<file path="src/rtl/pcd_pkg.sv">
package pcd_pkg;

    localparam int CODE_W = 8;
    localparam int IDX_W  = $clog2(CODE_W);

    typedef logic [CODE_W-1:0] code_t;

    typedef struct packed {
        logic             hit;
        logic [IDX_W-1:0] idx;
    } top_bit_t;

    typedef enum logic [1:0] {
        ACT_HOLD = 2'd0,
        ACT_STEP = 2'd1,
        ACT_WRAP = 2'd2
    } cnt_act_e;

    function automatic top_bit_t find_top_bit(code_t c);
        top_bit_t r;
        r.hit = 1'b0;
        r.idx = '0;
        for (int i = 0; i < CODE_W; i++) begin
            if (c[i]) begin
                r.hit = 1'b1;
                r.idx = IDX_W'(i);
            end
        end
        return r;
    endfunction

    function automatic int half_of(top_bit_t t, int base, int step, int zero_half);
        return t.hit ? (base + int'(t.idx) * step) : zero_half;
    endfunction

endpackage

</file>
<file path="src/rtl/pcd_code_sel.sv">
module pcd_code_sel
    import pcd_pkg::*;
#(
    parameter int BASE_HALF = 4,
    parameter int HALF_STEP = 1,
    parameter int ZERO_HALF = 1,
    parameter int CNT_W     = 4
) (
    input  logic             clk,
    input  logic             rst,
    input  code_t            code,
    output logic [CNT_W-1:0] term
);

    localparam int TOP_TERM = BASE_HALF + (CODE_W - 1) * HALF_STEP - 1;

    code_t    code_q;
    top_bit_t sel;

    // captured every edge, reset included, so the first released edge already sees a valid code
    always_ff @(posedge clk) begin
        code_q <= code;
    end

    always_comb begin
        sel  = find_top_bit(code_q);
        term = CNT_W'(half_of(sel, BASE_HALF, HALF_STEP, ZERO_HALF) - 1);
    end

    a_r1_code_captured: assert property (@(posedge clk) disable iff (rst)
        !rst |=> (code_q == $past(code)));

    a_r3_zero_code_fastest: assert property (@(posedge clk) disable iff (rst)
        (code_q == '0) |-> (term == CNT_W'(ZERO_HALF - 1)));

    a_r2_msb_slowest: assert property (@(posedge clk) disable iff (rst)
        code_q[CODE_W-1] |-> (term == CNT_W'(TOP_TERM)));

endmodule

</file>
<file path="src/rtl/pcd_half_counter.sv">
module pcd_half_counter
    import pcd_pkg::*;
#(
    parameter int CNT_W    = 4,
    parameter int MAX_TERM = 10
) (
    input  logic             clk,
    input  logic             rst,
    input  logic             en,
    input  logic [CNT_W-1:0] term,
    output logic             osc
);

    logic [CNT_W-1:0] cnt;
    cnt_act_e         act;

    // greater-or-equal so a shortened period never lets the count run past its limit
    always_comb begin
        if (!en)               act = ACT_HOLD;
        else if (cnt >= term)  act = ACT_WRAP;
        else                   act = ACT_STEP;
    end

    always_ff @(posedge clk) begin
        if (rst) begin
            cnt <= '0;
            osc <= 1'b0;
        end else begin
            case (act)
                ACT_STEP: cnt <= cnt + 1'b1;
                ACT_WRAP: begin
                    cnt <= '0;
                    osc <= ~osc;
                end
                default: ;
            endcase
        end
    end

    a_r8_reset_clears: assert property (@(posedge clk)
        rst |=> (cnt == '0 && !osc));

    a_r6_hold_when_off: assert property (@(posedge clk) disable iff (rst)
        !en |=> ($stable(cnt) && $stable(osc)));

    a_r4_step_below_term: assert property (@(posedge clk) disable iff (rst)
        (en && cnt < term) |=> (cnt == $past(cnt) + 1'b1 && $stable(osc)));

    a_r4_flip_at_term: assert property (@(posedge clk) disable iff (rst)
        (en && cnt == term) |=> (cnt == '0 && osc != $past(osc)));

    a_r5_overrun_wraps: assert property (@(posedge clk) disable iff (rst)
        (en && cnt > term) |=> (cnt == '0 && osc != $past(osc)));

    a_r5_cnt_bounded: assert property (@(posedge clk) disable iff (rst)
        cnt <= CNT_W'(MAX_TERM));

endmodule

</file>
<file path="src/rtl/pcd_aux_div.sv">
module pcd_aux_div #(
    parameter int AUX_DIV = 4,
    parameter int AUX_W   = 4
) (
    input  logic clk,
    input  logic rst,
    output logic aux
);

    localparam logic [AUX_W-1:0] AUX_LAST = AUX_W'(AUX_DIV - 1);

    logic [AUX_W-1:0] acnt;

    always_ff @(posedge clk) begin
        if (rst) begin
            acnt <= '0;
            aux  <= 1'b0;
        end else if (acnt == AUX_LAST) begin
            acnt <= '0;
            aux  <= ~aux;
        end else begin
            acnt <= acnt + 1'b1;
        end
    end

    a_r7_aux_quiet: assert property (@(posedge clk) disable iff (rst)
        (acnt != AUX_LAST) |=> $stable(aux));

    a_r7_aux_flip: assert property (@(posedge clk) disable iff (rst)
        (acnt == AUX_LAST) |=> (acnt == '0 && aux != $past(aux)));

    a_r8_aux_reset: assert property (@(posedge clk)
        rst |=> (acnt == '0 && !aux));

endmodule

</file>
<file path="src/rtl/prio_clk_div.sv">
module prio_clk_div
    import pcd_pkg::*;
#(
    parameter int BASE_HALF = 4,
    parameter int HALF_STEP = 1,
    parameter int ZERO_HALF = 1,
    parameter int AUX_DIV   = 4,
    parameter int AUX_W     = 4,
    parameter int PAD_W     = 6
) (
    input  logic             clk,
    input  logic             rst,
    input  logic             en,
    input  logic [CODE_W-1:0] code,
    output logic             osc_o,
    output logic             aux_o,
    output logic [PAD_W-1:0] pad_o
);

    localparam int TOP_HALF = BASE_HALF + (CODE_W - 1) * HALF_STEP;
    localparam int MAX_HALF = (TOP_HALF > ZERO_HALF) ? TOP_HALF : ZERO_HALF;
    localparam int MAX_TERM = MAX_HALF - 1;
    localparam int CNT_W    = (MAX_HALF < 2) ? 1 : $clog2(MAX_HALF);

    logic [CNT_W-1:0] term;

    pcd_code_sel #(
        .BASE_HALF (BASE_HALF),
        .HALF_STEP (HALF_STEP),
        .ZERO_HALF (ZERO_HALF),
        .CNT_W     (CNT_W)
    ) u_sel (
        .clk  (clk),
        .rst  (rst),
        .code (code),
        .term (term)
    );

    pcd_half_counter #(
        .CNT_W    (CNT_W),
        .MAX_TERM (MAX_TERM)
    ) u_cnt (
        .clk  (clk),
        .rst  (rst),
        .en   (en),
        .term (term),
        .osc  (osc_o)
    );

    pcd_aux_div #(
        .AUX_DIV (AUX_DIV),
        .AUX_W   (AUX_W)
    ) u_aux (
        .clk (clk),
        .rst (rst),
        .aux (aux_o)
    );

    assign pad_o = '0;

endmodule

</file>
<file path="config.mk">
export PLATFORM = sky130hd
export DESIGN_NAME = prio_clk_div
export DESIGN_NICKNAME = d
export VERILOG_FILES = /design/src/rtl/pcd_pkg.sv /design/src/rtl/pcd_code_sel.sv /design/src/rtl/pcd_half_counter.sv /design/src/rtl/pcd_aux_div.sv /design/src/rtl/prio_clk_div.sv
export SDC_FILE = /design/constraint.sdc
export NUM_CORES = 1
export LEC_CHECK = 0
export ABC_AREA = 1
export BUFFER_PORTS_ARGS = -buffer_cell sky130_fd_sc_hd__buf_2
export CORE_UTILIZATION = 45
export DETAILED_ROUTE_END_ITERATION = 10
export PLACE_DENSITY = 0.71
export SYNTH_ARGS = -nofsm -noshare
export SYNTH_HDL_FRONTEND = slang
export SYNTH_SLANG_ARGS = --single-unit
</file>
<file path="constraint.sdc">
create_clock -name clk -period 1.81 [get_ports clk]
set_input_delay 0.0905 -clock clk [delete_from_list [all_inputs] [get_ports clk]]
set_output_delay 0.0905 -clock clk [all_outputs]
set_load 0.01 [all_outputs]
</file>
==> reports/results.ini <==
[run_status]
status=finished with violations
failed_checks=setup timing

[layout]
drive_gt1_share_pct=36.6
fill_cells=142
fin_cells=156
final_nets=151
antenna_cells=0
syn_to_final_growth_pct=34.3

[synth]
synth.distinct_cells=21
synth_top_flop_cell=dfxtp_1
synth_edf_count=0
yosys_warnings=0
avgSynthCellArea_um2=8.15
synthArstFlopShare_pct=0
ys_seq_area_share_pct=42.9
ys_seq_elements=18
syn_inst=103
netlist_area_um2=840

[clocking]
clock_sinks=18
clock_path_buffers=2
htree_levels=1
cts_buffers=3
cts_tree=built
clock_latency_ns=0.28
clk_pin_slew_worst_paths_ns=0.10
cts-root-buf=clkbuf_4

[critical_path]
critPathLaunchType=flop
crit_fanout=4
critPathMaxStageDelay_ns=0.34
crit_type=flop to flop
crit_arrival_ns=2.16
cp_slowest_cell=dfxtp_2
crit_chain=inv_2 > nand2_1 > nor2_2 > a21oi_2 > nand2_1 > inv_2 > ha_4 > xnor2_1 > ha_1 > nand2_1 > inv_1 > nand2_1 > nand3_2 > nand2_2 > nand2_4 > nor2_1
crit_path_end_kind=flop
cpMostUsedCell=nand2_1
required_ns=2.04

[worst_hold_path]
min_path_type=primary input to flop

[drt]
post-route-drc-count=0
wire_per_inst_um=9.13
num_vias=687
ant_nets=0
vias_per_cell=4.40
first_pass_iters=3
drt-initial-drc-count=4
drt-total-wl_um=1420

[placed_design]
place_inst=144
post-dp-hpwl_um=1010
pre_cts_ws_ns=-0.106
io_buffer_count=12
gp_congestion=0.690

[run]
drv_cap=0

[global_routing]
grt_pass1_wl_um=2430
track_usage_pct=16.8
grt_pass1_vias=615
antenna_found_initial=0
grt_max_degree=10
overflow=0

[sta]
finalHoldViolCount=0
final_max_slew_viol_count=0
finalSetupViolCount=5
max_freq_ghz=0.518
fin_crit_sh_pct=107
skew_ns=0.00590
finalWorstSetupSlack_ns=-0.120
post-route-min-period_ns=1.93
rsz0062_at_grt=true

[floorplanning]
die_area_um2=2040
die_y_um=45.2
initial_utilization_pct=48.1
die_w_um=45.2
row_count=15
core_um2=1750
io_pins=19

[power]
p_per_area_nw_per_um2=684
peakVddDrop_uv=465
p_leak_nw=0.546

==> worst max-delay path: cells and delay by family, from the launching register on <==
kind                       cells  cell delay [ns]
and+or+nand+nor                9             0.76
adders and majority gates      2             0.45
DFF                            1             0.34
buffers and inverters          3             0.14
xor gates and xnor gates       1             0.12
AOI/OAI and AO/OA              1             0.07
==> synthesized netlist by cell type (2+ instances only) <==
cell	instances	area share, %
dfxtp_1	18	43
inv_1	16	7.2
nand2_1	16	7.2
nor2_1	8	3.6
a21oi_1	7	4.2
buf_4	7	6.3
ha_1	7	10
nand3_1	6	3.6
nor2_2	3	2.2
nand4_1	2	1.5
xnor2_1	2	2.1
xor2_1	2	2.1
==> registers in the layout, indices dropped and copies added (netlist names) <==
register / flops
u_sel.code_q: 8
u_aux.acnt: 4
u_cnt.cnt: 4
u_aux.aux: 1
u_cnt.osc: 1
==> path summary, 6_finish.rpt <==
kind,startpoint,end,slack [ns],depth (start not counted)
max,u_sel.code_q[1]$_DFF_P_,u_cnt.cnt[0]$_SDFFE_PP0P_,-0.12,16
min,rst,u_cnt.osc$_SDFFE_PP0N_,0.12,4
max reg2reg,u_sel.code_q[1]$_DFF_P_,u_cnt.cnt[0]$_SDFFE_PP0P_,-0.12,16
min reg2reg,u_aux.acnt[0]$_SDFF_PP0_,u_aux.acnt[0]$_SDFF_PP0_,0.46,1
==> kinds of logic (layout without fill, tap and decap cells) <==
kind of cell,count (synthesis),after routing,share of synthesized area (%)
AND/OR/NAND/NOR,37,37,20.0
buffers and inverters,25,48,14.3
flip-flops,18,18,42.9
AO/OA/AOI/OAI,10,10,6.56
adder cells (fa/ha/maj),7,7,10.4
XOR/XNOR,4,4,4.17
other,1,6,0.447
multiplexers,1,1,1.19
==> routing by layer <==
metal	GRT usage (%)	share of wire [%]	up-vias
li1	-	-	363
met1	19.3	43	309
met2	29.0	52	13
met3	2.40	2.7	2
met4	10.9	2.0	0
met5	0	0	-
==> layout by cell type, fill, tap and decap left out, drive strengths merged <==
master        n
nand3         7
buf          19
dlygate4sd3   8
ha            7
conb          6
nand2        16
nor2         11
a21oi         7
o211ai        1
dfxtp        18
xor2          2
inv          17
mux2i         1
nand4         2
xnor2         2
clkinv        1
o21ai         1
or2           1
clkbuf        3
o21bai        1
==> metrics by stage <==
step / TNS, ns / instance area, µm² / total power, W / hold slack, ns / utilization, %
after detailed placement: -0.465 / 956 / 0.000559 / 0.194 / 54.8
final: -0.553 / 1130 / 0.000771 / 0.121 / 64.6
after global routing: -1.28 / 1130 / 0.000815 / 0.132 / 64.6
after CTS: -0.350 / 1100 / 0.000774 / 0.0975 / 63.2
after global placement: -0.146 / 956 / 0.000554 / 0.192 / 54.8
after floorplan: 0 / 872 / 0.000535 / 0.118 / -
==> repair_timing <==
item                                    4_1_cts  5_1_grt
buffers inserted                              1        0
gates resized for setup                       9        9
endpoints found under the setup margin        5        5
hold endpoints to repair                      8        0
pin swaps                                     4        2
hold buffers                                  8        0
==> report_power, final <==
part	internal, W	switching (W)
Clock	0.0000772	0.000114
Combinational	0.0000694	0.0000715
Sequential	0.000422	0.0000171
Total	0.000569	0.000203
==> layout make-up <==
cell class	instances	area (µm²)	share of cell area (%)
Clock buffer	3	22.5	2.00
Inverter	18	67.6	5.99
Multi-Input combinational cell	65	448	39.7
Sequential cell	18	365	32.4
Tap cell	25	31.3	2.77
Timing Repair Buffer	27	193	17.1
Power figures use the tool's default switching activity.
